===== config.mk =====
export PLATFORM = sky130hd
export DESIGN_NAME = clkout_ctrl
export DESIGN_NICKNAME = d
export VERILOG_FILES = /design/src/rtl/clkout_pkg.sv /design/src/rtl/clkout_div.sv /design/src/rtl/clkout_pdsync.sv /design/src/rtl/clkout_gate.sv /design/src/rtl/clkout_ctrl.sv
export SDC_FILE = /design/constraint.sdc
export NUM_CORES = 1
export LEC_CHECK = 0
export BUFFER_PORTS_ARGS = -buffer_cell sky130_fd_sc_hd__buf_2
export CAP_MARGIN = 10
export CORE_MARGIN = 2
export CORE_UTILIZATION = 25
export DETAILED_ROUTE_END_ITERATION = 6
export PLACE_DENSITY = 0.44
export SLEW_MARGIN = 20
export SYNTH_ARGS = -nofsm -noshare
export SYNTH_HDL_FRONTEND = slang
export SYNTH_SLANG_ARGS = --single-unit

===== constraint.sdc =====
create_clock -name clk -period 1.82 [get_ports clk]
set_input_delay 0.273 -clock clk [delete_from_list [all_inputs] [get_ports clk]]
set_output_delay 0.273 -clock clk [all_outputs]
set_load 0.02 [all_outputs]

===== src/rtl/clkout_pkg.sv =====
package clkout_pkg;

  typedef enum logic [1:0] {MODE_HIZ, MODE_TEST, MODE_RUN} mode_e;

  // Group indices of the per-group source vector
  localparam int G_REF  = 0;
  localparam int G_CPU  = 1;
  localparam int G_SDR  = 2;
  localparam int G_M66  = 3;
  localparam int G_PCI  = 4;
  localparam int G_USB  = 5;
  localparam int G_APIC = 6;
  localparam int N_GRP  = 7;

  function automatic mode_e decode_mode(input logic sel_ext, input logic [1:0] sel_pins);
    if (!sel_ext && sel_pins == 2'b00) return MODE_HIZ;
    if (!sel_ext && sel_pins == 2'b01) return MODE_TEST;
    return MODE_RUN;
  endfunction

  // Map a flat output index to its group, given the group sizes
  function automatic int out_group(input int i, input int n_cpu, input int n_sdr,
                                   input int n_m66, input int n_pci, input int n_usb);
    int base;
    base = 1;
    if (i < base) return G_REF;
    base += n_cpu;
    if (i < base) return G_CPU;
    base += n_sdr;
    if (i < base) return G_SDR;
    base += n_m66;
    if (i < base) return G_M66;
    base += n_pci;
    if (i < base) return G_PCI;
    base += n_usb;
    if (i < base) return G_USB;
    return G_APIC;
  endfunction

  // Divider counter step and output level for a count
  function automatic int div_step(input int cnt, input int div);
    return (cnt >= div - 1) ? 0 : cnt + 1;
  endfunction

  function automatic logic div_level(input int cnt, input int div);
    return cnt < (div / 2);
  endfunction

endpackage


===== src/rtl/clkout_div.sv =====
module clkout_div
  import clkout_pkg::*;
#(
  parameter int DIV = 2
) (
  input  logic clk,
  input  logic rst_n,
  input  logic tick,
  output logic q
);
  localparam int CW = (DIV > 1) ? $clog2(DIV) : 1;

  logic [CW-1:0] cnt;
  logic [CW-1:0] cnt_n;

  assign cnt_n = CW'(div_step(int'(cnt), DIV));

  always_ff @(posedge clk) begin
    if (!rst_n) begin
      cnt <= CW'(DIV - 1);
      q   <= 1'b0;
    end else if (tick) begin
      cnt <= cnt_n;
      q   <= div_level(int'(cnt_n), DIV);
    end
  end

  // a divided output only moves on a test-clock rising edge
  assert_div_on_tick_R2: assert property (@(posedge clk) disable iff (!rst_n)
    !$stable(q) |-> $past(tick));

endmodule


===== src/rtl/clkout_pdsync.sv =====
module clkout_pdsync (
  input  logic clk,
  input  logic rst_n,
  input  logic cpu_lvl,
  input  logic pwrdn_n,
  output logic stop
);
  logic cpu_d;
  logic low1;
  logic cpu_rise;

  assign cpu_rise = cpu_lvl & ~cpu_d;

  always_ff @(posedge clk) begin
    if (!rst_n) begin
      cpu_d <= 1'b0;
      low1  <= 1'b0;
      stop  <= 1'b0;
    end else begin
      cpu_d <= cpu_lvl;
      if (cpu_rise) begin
        low1 <= ~pwrdn_n;
        if (!pwrdn_n && low1)      stop <= 1'b1;
        else if (pwrdn_n && !low1) stop <= 1'b0;
      end
    end
  end

  assert_pd_two_low_R6: assert property (@(posedge clk) disable iff (!rst_n)
    (cpu_rise && !pwrdn_n && low1) |=> stop);

  assert_pd_on_cpu_edge_R6: assert property (@(posedge clk) disable iff (!rst_n)
    !$stable(stop) |-> $past(cpu_rise));

  assert_pd_two_high_R8: assert property (@(posedge clk) disable iff (!rst_n)
    (cpu_rise && pwrdn_n && !low1) |=> !stop);

endmodule


===== src/rtl/clkout_gate.sv =====
module clkout_gate (
  input  logic clk,
  input  logic rst_n,
  input  logic src,
  input  logic allow,
  output logic g
);
  logic open_q;

  // The gate state may only change while the source is low
  always_ff @(posedge clk) begin
    if (!rst_n)   open_q <= 1'b0;
    else if (!src) open_q <= allow;
  end

  assign g = src & open_q;

  assert_no_runt_rise_R7: assert property (@(posedge clk) disable iff (!rst_n)
    $rose(g) |-> $rose(src));

  assert_no_runt_fall_R7: assert property (@(posedge clk) disable iff (!rst_n)
    $fell(g) |-> $fell(src));

endmodule


===== src/rtl/clkout_ctrl.sv =====
module clkout_ctrl
  import clkout_pkg::*;
#(
  parameter int N_CPU       = 3,
  parameter int N_SDR       = 9,
  parameter int N_M66       = 2,
  parameter int N_PCI       = 8,
  parameter int N_USB       = 2,
  parameter int N_APIC      = 2,
  parameter int DIV_CPU     = 2,
  parameter int DIV_SDR     = 2,
  parameter int DIV_M66     = 3,
  parameter int DIV_PCI     = 8,
  parameter int DIV_USB     = 2,
  parameter int DIV_APIC_LO = 16,
  parameter int DIV_APIC_HI = 8,
  localparam int NOUT = 1 + N_CPU + N_SDR + N_M66 + N_PCI + N_USB + N_APIC
) (
  input  logic            clk,
  input  logic            rst_n,
  input  logic [1:0]      sel_pins,
  input  logic            sel_ext,
  input  logic            strap_in,
  input  logic            pwrdn_n,
  input  logic [NOUT-1:0] out_en,
  input  logic            tst_clk,
  input  logic            syn_cpu,
  input  logic            syn_sdram,
  input  logic            syn_m66,
  input  logic            syn_pci,
  input  logic            syn_usb,
  input  logic            syn_ref,
  output logic [NOUT-1:0] clk_out,
  output logic            clk_oe
);
  localparam int N_DIV = 7;
  localparam int DIV_TAB [N_DIV] = '{DIV_CPU, DIV_SDR, DIV_M66, DIV_PCI, DIV_USB,
                                     DIV_APIC_LO, DIV_APIC_HI};

  mode_e mode;
  logic  strap_q;
  logic  tclk_q, tclk_d, tick, ref_t;
  logic  [N_DIV-1:0] div_q;
  logic  [5:0] nrm_q;
  logic  pci_prev, pci_half;
  logic  [N_GRP-1:0] grp_test, grp_run, grp_src;
  logic  stop;
  logic  [NOUT-1:0] gated;

  assign mode   = decode_mode(sel_ext, sel_pins);
  assign clk_oe = (mode != MODE_HIZ);

  // Strap captured only during reset
  always_ff @(posedge clk) begin
    if (!rst_n) strap_q <= strap_in;
  end

  // Test clock sampling and edge detect
  always_ff @(posedge clk) begin
    if (!rst_n) begin
      tclk_q <= 1'b0;
      tclk_d <= 1'b0;
      ref_t  <= 1'b0;
    end else begin
      tclk_q <= tst_clk;
      tclk_d <= tclk_q;
      ref_t  <= tclk_q;
    end
  end
  assign tick = tclk_q & ~tclk_d;

  for (genvar k = 0; k < N_DIV; k++) begin : g_div
    clkout_div #(.DIV(DIV_TAB[k])) u_div (
      .clk  (clk),
      .rst_n(rst_n),
      .tick (tick),
      .q    (div_q[k])
    );
  end

  // Run-mode sources: registered synthesized clocks, plus half-rate peripheral clock
  always_ff @(posedge clk) begin
    if (!rst_n) begin
      nrm_q    <= '0;
      pci_prev <= 1'b0;
      pci_half <= 1'b0;
    end else begin
      nrm_q    <= {syn_ref, syn_usb, syn_pci, syn_m66, syn_sdram, syn_cpu};
      pci_prev <= nrm_q[3];
      if (nrm_q[3] && !pci_prev) pci_half <= ~pci_half;
    end
  end

  always_comb begin
    grp_test[G_REF]  = ref_t;
    grp_test[G_CPU]  = div_q[0];
    grp_test[G_SDR]  = div_q[1];
    grp_test[G_M66]  = div_q[2];
    grp_test[G_PCI]  = div_q[3];
    grp_test[G_USB]  = div_q[4];
    grp_test[G_APIC] = strap_q ? div_q[6] : div_q[5];

    grp_run[G_REF]   = nrm_q[5];
    grp_run[G_CPU]   = nrm_q[0];
    grp_run[G_SDR]   = nrm_q[1];
    grp_run[G_M66]   = nrm_q[2];
    grp_run[G_PCI]   = nrm_q[3];
    grp_run[G_USB]   = nrm_q[4];
    grp_run[G_APIC]  = strap_q ? nrm_q[3] : pci_half;

    grp_src = (mode == MODE_TEST) ? grp_test : grp_run;
  end

  clkout_pdsync u_pd (
    .clk    (clk),
    .rst_n  (rst_n),
    .cpu_lvl(grp_src[G_CPU]),
    .pwrdn_n(pwrdn_n),
    .stop   (stop)
  );

  for (genvar i = 0; i < NOUT; i++) begin : g_out
    localparam int GRP = out_group(i, N_CPU, N_SDR, N_M66, N_PCI, N_USB);
    clkout_gate u_gate (
      .clk  (clk),
      .rst_n(rst_n),
      .src  (grp_src[GRP]),
      .allow(~stop & out_en[i]),
      .g    (gated[i])
    );
    assign clk_out[i] = clk_oe & gated[i];
  end

  assert_hiz_quiet_R1: assert property (@(posedge clk) disable iff (!rst_n)
    !clk_oe |-> (clk_out == '0));

  assert_strap_hold_R4: assert property (@(posedge clk) disable iff (!rst_n)
    $past(rst_n) |-> $stable(strap_q));

endmodule


# After elaboration in Yosys (flattened, before gate mapping)
# Index checks and enable logic that the tools add are counted.
classes:
  add_sub_neg: 7
  n_lt_le_gt_ge: 14
  eq_ne: 2
  n_mux: 19
  bitwise_logic: 88
  reduce_logical: 13
ops:
  columns: ["operator", "count"]
  rows:
  - ["$and 1x1->1", 83]
  - ["$mux 1", 10]
  - ["$mux 2", 5]
  - ["$mux 7", 1]
  - ["$add 3x1->3 const B", 2]
  - ["$ge 3x3->1 const B", 2]
  - ["$lt 3x3->1 const B", 2]
  - ["$mux 3", 2]
  - ["$logic_and 1x1->1", 5]
  - ["$not 1->1", 5]
  - ["$add 4x1->4 const B", 1]
  - ["$eq 2x1->1 const B", 2]
  - ["$ge 4x4->1 const B", 1]
  - ["$logic_not 1->1", 4]
  - ["$lt 4x4->1 const B", 1]
  - ["$mux 4", 1]
  - ["$reduce_bool 2->1", 2]
  - ["$add 1x1->1 const B", 3]
  - ["$ge 1x1->1 const B", 3]
  - ["$lt 1x1->1 const B", 3]
  - ["$add 2x1->2 const B", 1]
  - ["$ge 2x2->1 const B", 1]
  - ["$logic_not 2->1", 1]
  - ["$lt 2x1->1 const B", 1]
  - ["$reduce_and 2->1", 1]
word_totals:
  regBits: 63
  input_bits: 41
  word_cells: 193

# Logic depth before layout (Yosys ltp)
depth:
  word_depth: 10
  ltp_mapped: 5
  depth_no_buf: 5

# Cells and area by module
# From an unflattened synthesis, not the netlist that was laid out.
hier_totals:
  hier_cells: 303
  hier_area_um2: 3047.9
modules_own_cells:
  columns: ["mod", "n_inst", "cells_each", "area_each_um2"]
  rows:
  - ["clkout_gate", 27, 4, 43.8]
  - ["clkout_ctrl", 1, 93, 803.3]
  - ["clkout_div (g_div[3].u_div ...)", 2, 17, 180.2]
  - ["clkout_div (g_div[5].u_div)", 1, 26, 237.7]
  - ["clkout_div (g_div[0].u_div ...)", 3, 6, 68.8]
  - ["clkout_pdsync", 1, 13, 137.6]
  - ["clkout_div (g_div[2].u_div)", 1, 11, 120.1]

# Least setup slack after synthesis
# No wires, ideal clock.
synth_timing:
  path_type: "input -> output"
  start: "input sel_pins[1]"
  end: "output clk_out[10]"
  t_arrival_ns: 1.256
  setup_slack_ns: 0.291
  cell_stages: 3
  cell_sequence: "nor3b_2 > a22o_1 > and2_1"
synth_via:
  elab_chain_len: 10
  elab_cells_between_ends: 15
synth_lines:
  columns: ["element", "line_no", "text"]
  rows:
  - ["start, declared", "clkout_ctrl.sv:21", "input logic [1:0] sel_pins,"]
  - ["$eq 2x1->1", "clkout_pkg.sv:17", "if (!sel_ext && sel_pins == 2'b01) return MODE_TEST;"]
  - ["$logic_and 1x1->1", "clkout_pkg.sv:17", null]
  - ["$mux 1 (2 in a row)", "clkout_pkg.sv:17", null]
  - ["$mux 2", "clkout_pkg.sv:18", "return MODE_RUN;"]
  - ["$mux 2 *", "clkout_pkg.sv:17", null]
  - ["$eq 2x1->1", "clkout_ctrl.sv:111", "grp_src = (mode == MODE_TEST) ? grp_test : grp_run;"]
  - ["$mux 7", "clkout_ctrl.sv:111", null]
  - ["$and 1x1->1", "clkout_gate.sv:16", "assign g = src & open_q;"]
  - ["$and 1x1->1 *", "clkout_ctrl.sv:131", "assign clk_out[i] = clk_oe & gated[i];"]
  - ["end, declared", "clkout_ctrl.sv:33", "output logic [NOUT-1:0] clk_out,"]
# Mark *: on every way between the ends. The rest lies on a longest branch, timed or not. The select of a mux whose other input is x is not followed.

# Worst setup path after layout
# Same ends and word-level chain as after synthesis.

==> results.txt <==
Top delay family on crit path - simple AND/OR/NAND/NOR gates
CP Capture Type - output port
Starting DRT DRC Count - 125
synth cell count leaders - dfxtp_1 (62), nand2_1 (54), mux2i_1 (36), and2_1 (35), nand3b_1 (23)
pin count of the biggest net entering global routing - 48
Std-Cell Rows - 39
number of global-route vias before repair - 2200
DR pass1 iterations - 4
Area growth syn-to-layout - 30.06%
CP Data Required Time - 1.55 ns
Congestion Overflow GR - 0
Final Max Tran Viols - 0
Total Wirelength - 6572 um
status - complete, no violations
DRT antenna net count - 0
synth top area cells - dfxtp_1 (43%), mux2i_1 (12%), and2_1 (7.6%)
reg2reg setup slack - 0.43 ns
Pleak - 1.771 nW
largest area contributor in the netlist - dfxtp_1
post-DP HPWL - 4716 um
Initial Utilization - 25.41%
f_max - 568.2 MHz
Clock transition at path regs - 0.06 ns
sw frac - 23.95%
Pint - 2.822 mW
Final Instance Area - 3757 um^2
Die Ht - 111.5 um
Residual DRC - 0
IO Count - 69
sequential power share - 41.8%
CTS Buffer Depth - 2
Final Setup Violations - 0
hold slack - 0.1258 ns
CTS Buf Count - 9
placed inst area - 3445 um^2
first-pass GRT wire length - 10960 um
area of the mapped netlist - 2889 um^2
Cells after Synth - 306
crit path max fanout - 9
fillcell total - 1177
Synth async-reset ratio - 0%
share of layout cells above drive strength 1 - 26.82%
PD cells - 987.7 nW/um^2
crit path kind - primary input to output port
CTS tree - built
Hold Path Class - primary input to flop
CP startpoint kind - primary input
Seq cells post-synth - 63
Rel. slew slack - 59.05%
most common flop cell mapped by yosys - dfxtp_1
EDFF count, synth - 1
Combinational Power Share - 11.3%
clk_skew - 0.006068 ns
net switching power - 888.9 uW
core area - 11370 um^2
maximum VDD drop - 357.2 uV
n_diodes - 0
CTS sink cnt - 63
Synth top area share - 42.96%
clock latency on the worst-skew pair - 0.32 ns
total track usage - 11.01%
crit path time final - 1.760 ns
routability cong. - 0.6813
register area share after synthesis - 44.00%
slowest CP cell - or2_2
Worst Path Buf+Inv - 2
syn nets - 353
most common cell in the synthesized netlist - dfxtp_1
Syn Area/Cell - 9.441 um^2
Port Buffers - 68
worst slew pin tran - 0.6142 ns
fin util - 33.05%
layout net count - 426
initial antenna violation count - 0
period utilisation layout - 96.70%
unrepaired setup endpoints after global routing - no
Setup TNS - 0 ns
H-Tree Depth - 3
Vias/cell - 4.370
Clock power frac - 46.9%
slowest cell delay on critical path - 0.37 ns
max_cap viols - 0
Die W - 111.5 um
CP cell instances - buf_2 -> or2_2 -> a22o_1 -> and2_1 -> buf_2
worst path arrival time - 1.49 ns
Crit path top cell by count - buf_2
die area - 12430 um^2
Fin. Hold Viols - 0
routed wire length per instance - 12.47 um
Synth warnings - 0
routed via count - 2303
root buffer cell - clkbuf_16
post-synth cell types - 38
## state kept, by name, summed over array words and instances (netlist names)
name                 flops
g_div.u_div.cnt         15
g_div.u_div.q            7
g_out.u_gate.open_q     27
nrm_q                    6
pci_half                 1
pci_prev                 1
ref_t                    1
strap_q                  1
tclk_q                   1
u_pd.cpu_d               1
u_pd.low1                1
u_pd.stop                1
## metrics by stage
| step | worst slack, ns | total power [mW] | instances |
|---|---|---|---|
| 2_1_floorplan | 0.2908 | 1.852 | 306 |
| 3_3_place_gp | 0.08264 | 1.998 | 511 |
| 3_5_place_dp | 0.04910 | 2.006 | 511 |
| 4_1_cts | 0.04995 | 3.776 | 527 |
| 5_1_grt | 0.004978 | 3.905 | 527 |
| 6_report | 0.06012 | 3.711 | 527 |
## cells in the final DEF, fill, tap and decap left out, drive strengths merged, types with 6 or more instances in the layout
master / count
and2: 35
nor2: 7
nand3b: 23
nand2: 54
clkbuf: 11
dfxtp: 62
buf: 79
ha: 6
a21oi: 8
mux2i: 39
## path summary, 6_finish.rpt
kind                                         startpoint                       to  depth (start not counted)
worst min register to register  g_out[23].u_gate.open_q  g_out[23].u_gate.open_q                          2
worst max register to register                    ref_t    g_div[2].u_div.cnt[0]                          3
worst min-delay path                           strap_in                  strap_q                          1
worst max-delay path                        sel_pins[1]              clk_out[10]                          5
## worst reg2reg max path, delay by kind of cell, from the launching register on
| family | cells | cell delay [ns] |
|---|---|---|
| flip-flops | 1 | 0.33 |
| AO/OA/AOI/OAI | 1 | 0.12 |
| AND/OR/NAND/NOR | 2 | 0.86 |
## metal layers
| metal | up-vias | GRT usage (%) | share of wire (%) | wire, um |
|---|---|---|---|---|
| met5 | - | 0 | 0 | 0 |
| met4 | 0 | 4.444 | 0.94 | 62 |
| met3 | 5 | 3.375 | 4.9 | 323 |
| met2 | 56 | 16.26 | 43 | 2796 |
| met1 | 1050 | 15.01 | 52 | 3390 |
| li1 | 1192 | - | - | - |
## power groups by stage
stage	Combinational, mW	Sequential, mW	Clock [mW]
after detailed placement	0.425	1.58	0
after floorplan	0.290	1.56	0
after global routing	0.475	1.56	1.87
after global placement	0.419	1.58	0
final	0.421	1.55	1.74
after CTS	0.427	1.55	1.80
## repair_timing
action,4_1_cts,5_1_grt
setup endpoints to repair,0,2
buffers inserted,0,0
resized for setup,0,1
hold buffers,0,0
## area by class of cell
type	count	area, um^2	area share, %
multi-input combinational	221	1531	40.76
sequential	63	1271	33.83
tap	143	178.9	4.762
clock buffer	11	252.7	6.727
clock inverter	5	56.30	1.499
inverter	5	18.77	0.4995
timing repair buffer	79	447.9	11.92
## kinds of logic (layout without fill, tap and decap cells)
group                      Yosys count  count (layout)  share of synthesized area (%)
adders and majority gates            6               6                          2.598
buffers and inverters               22             100                          3.118
AOI/OAI and AO/OA                   29              29                          7.493
and+or+nand+nor                    143             143                          26.76
muxes                               39              39                          14.81
xor gates and xnor gates             4               4                          1.213
DFF                                 63              63                          44.00
(Power assumes the default switching activity.)
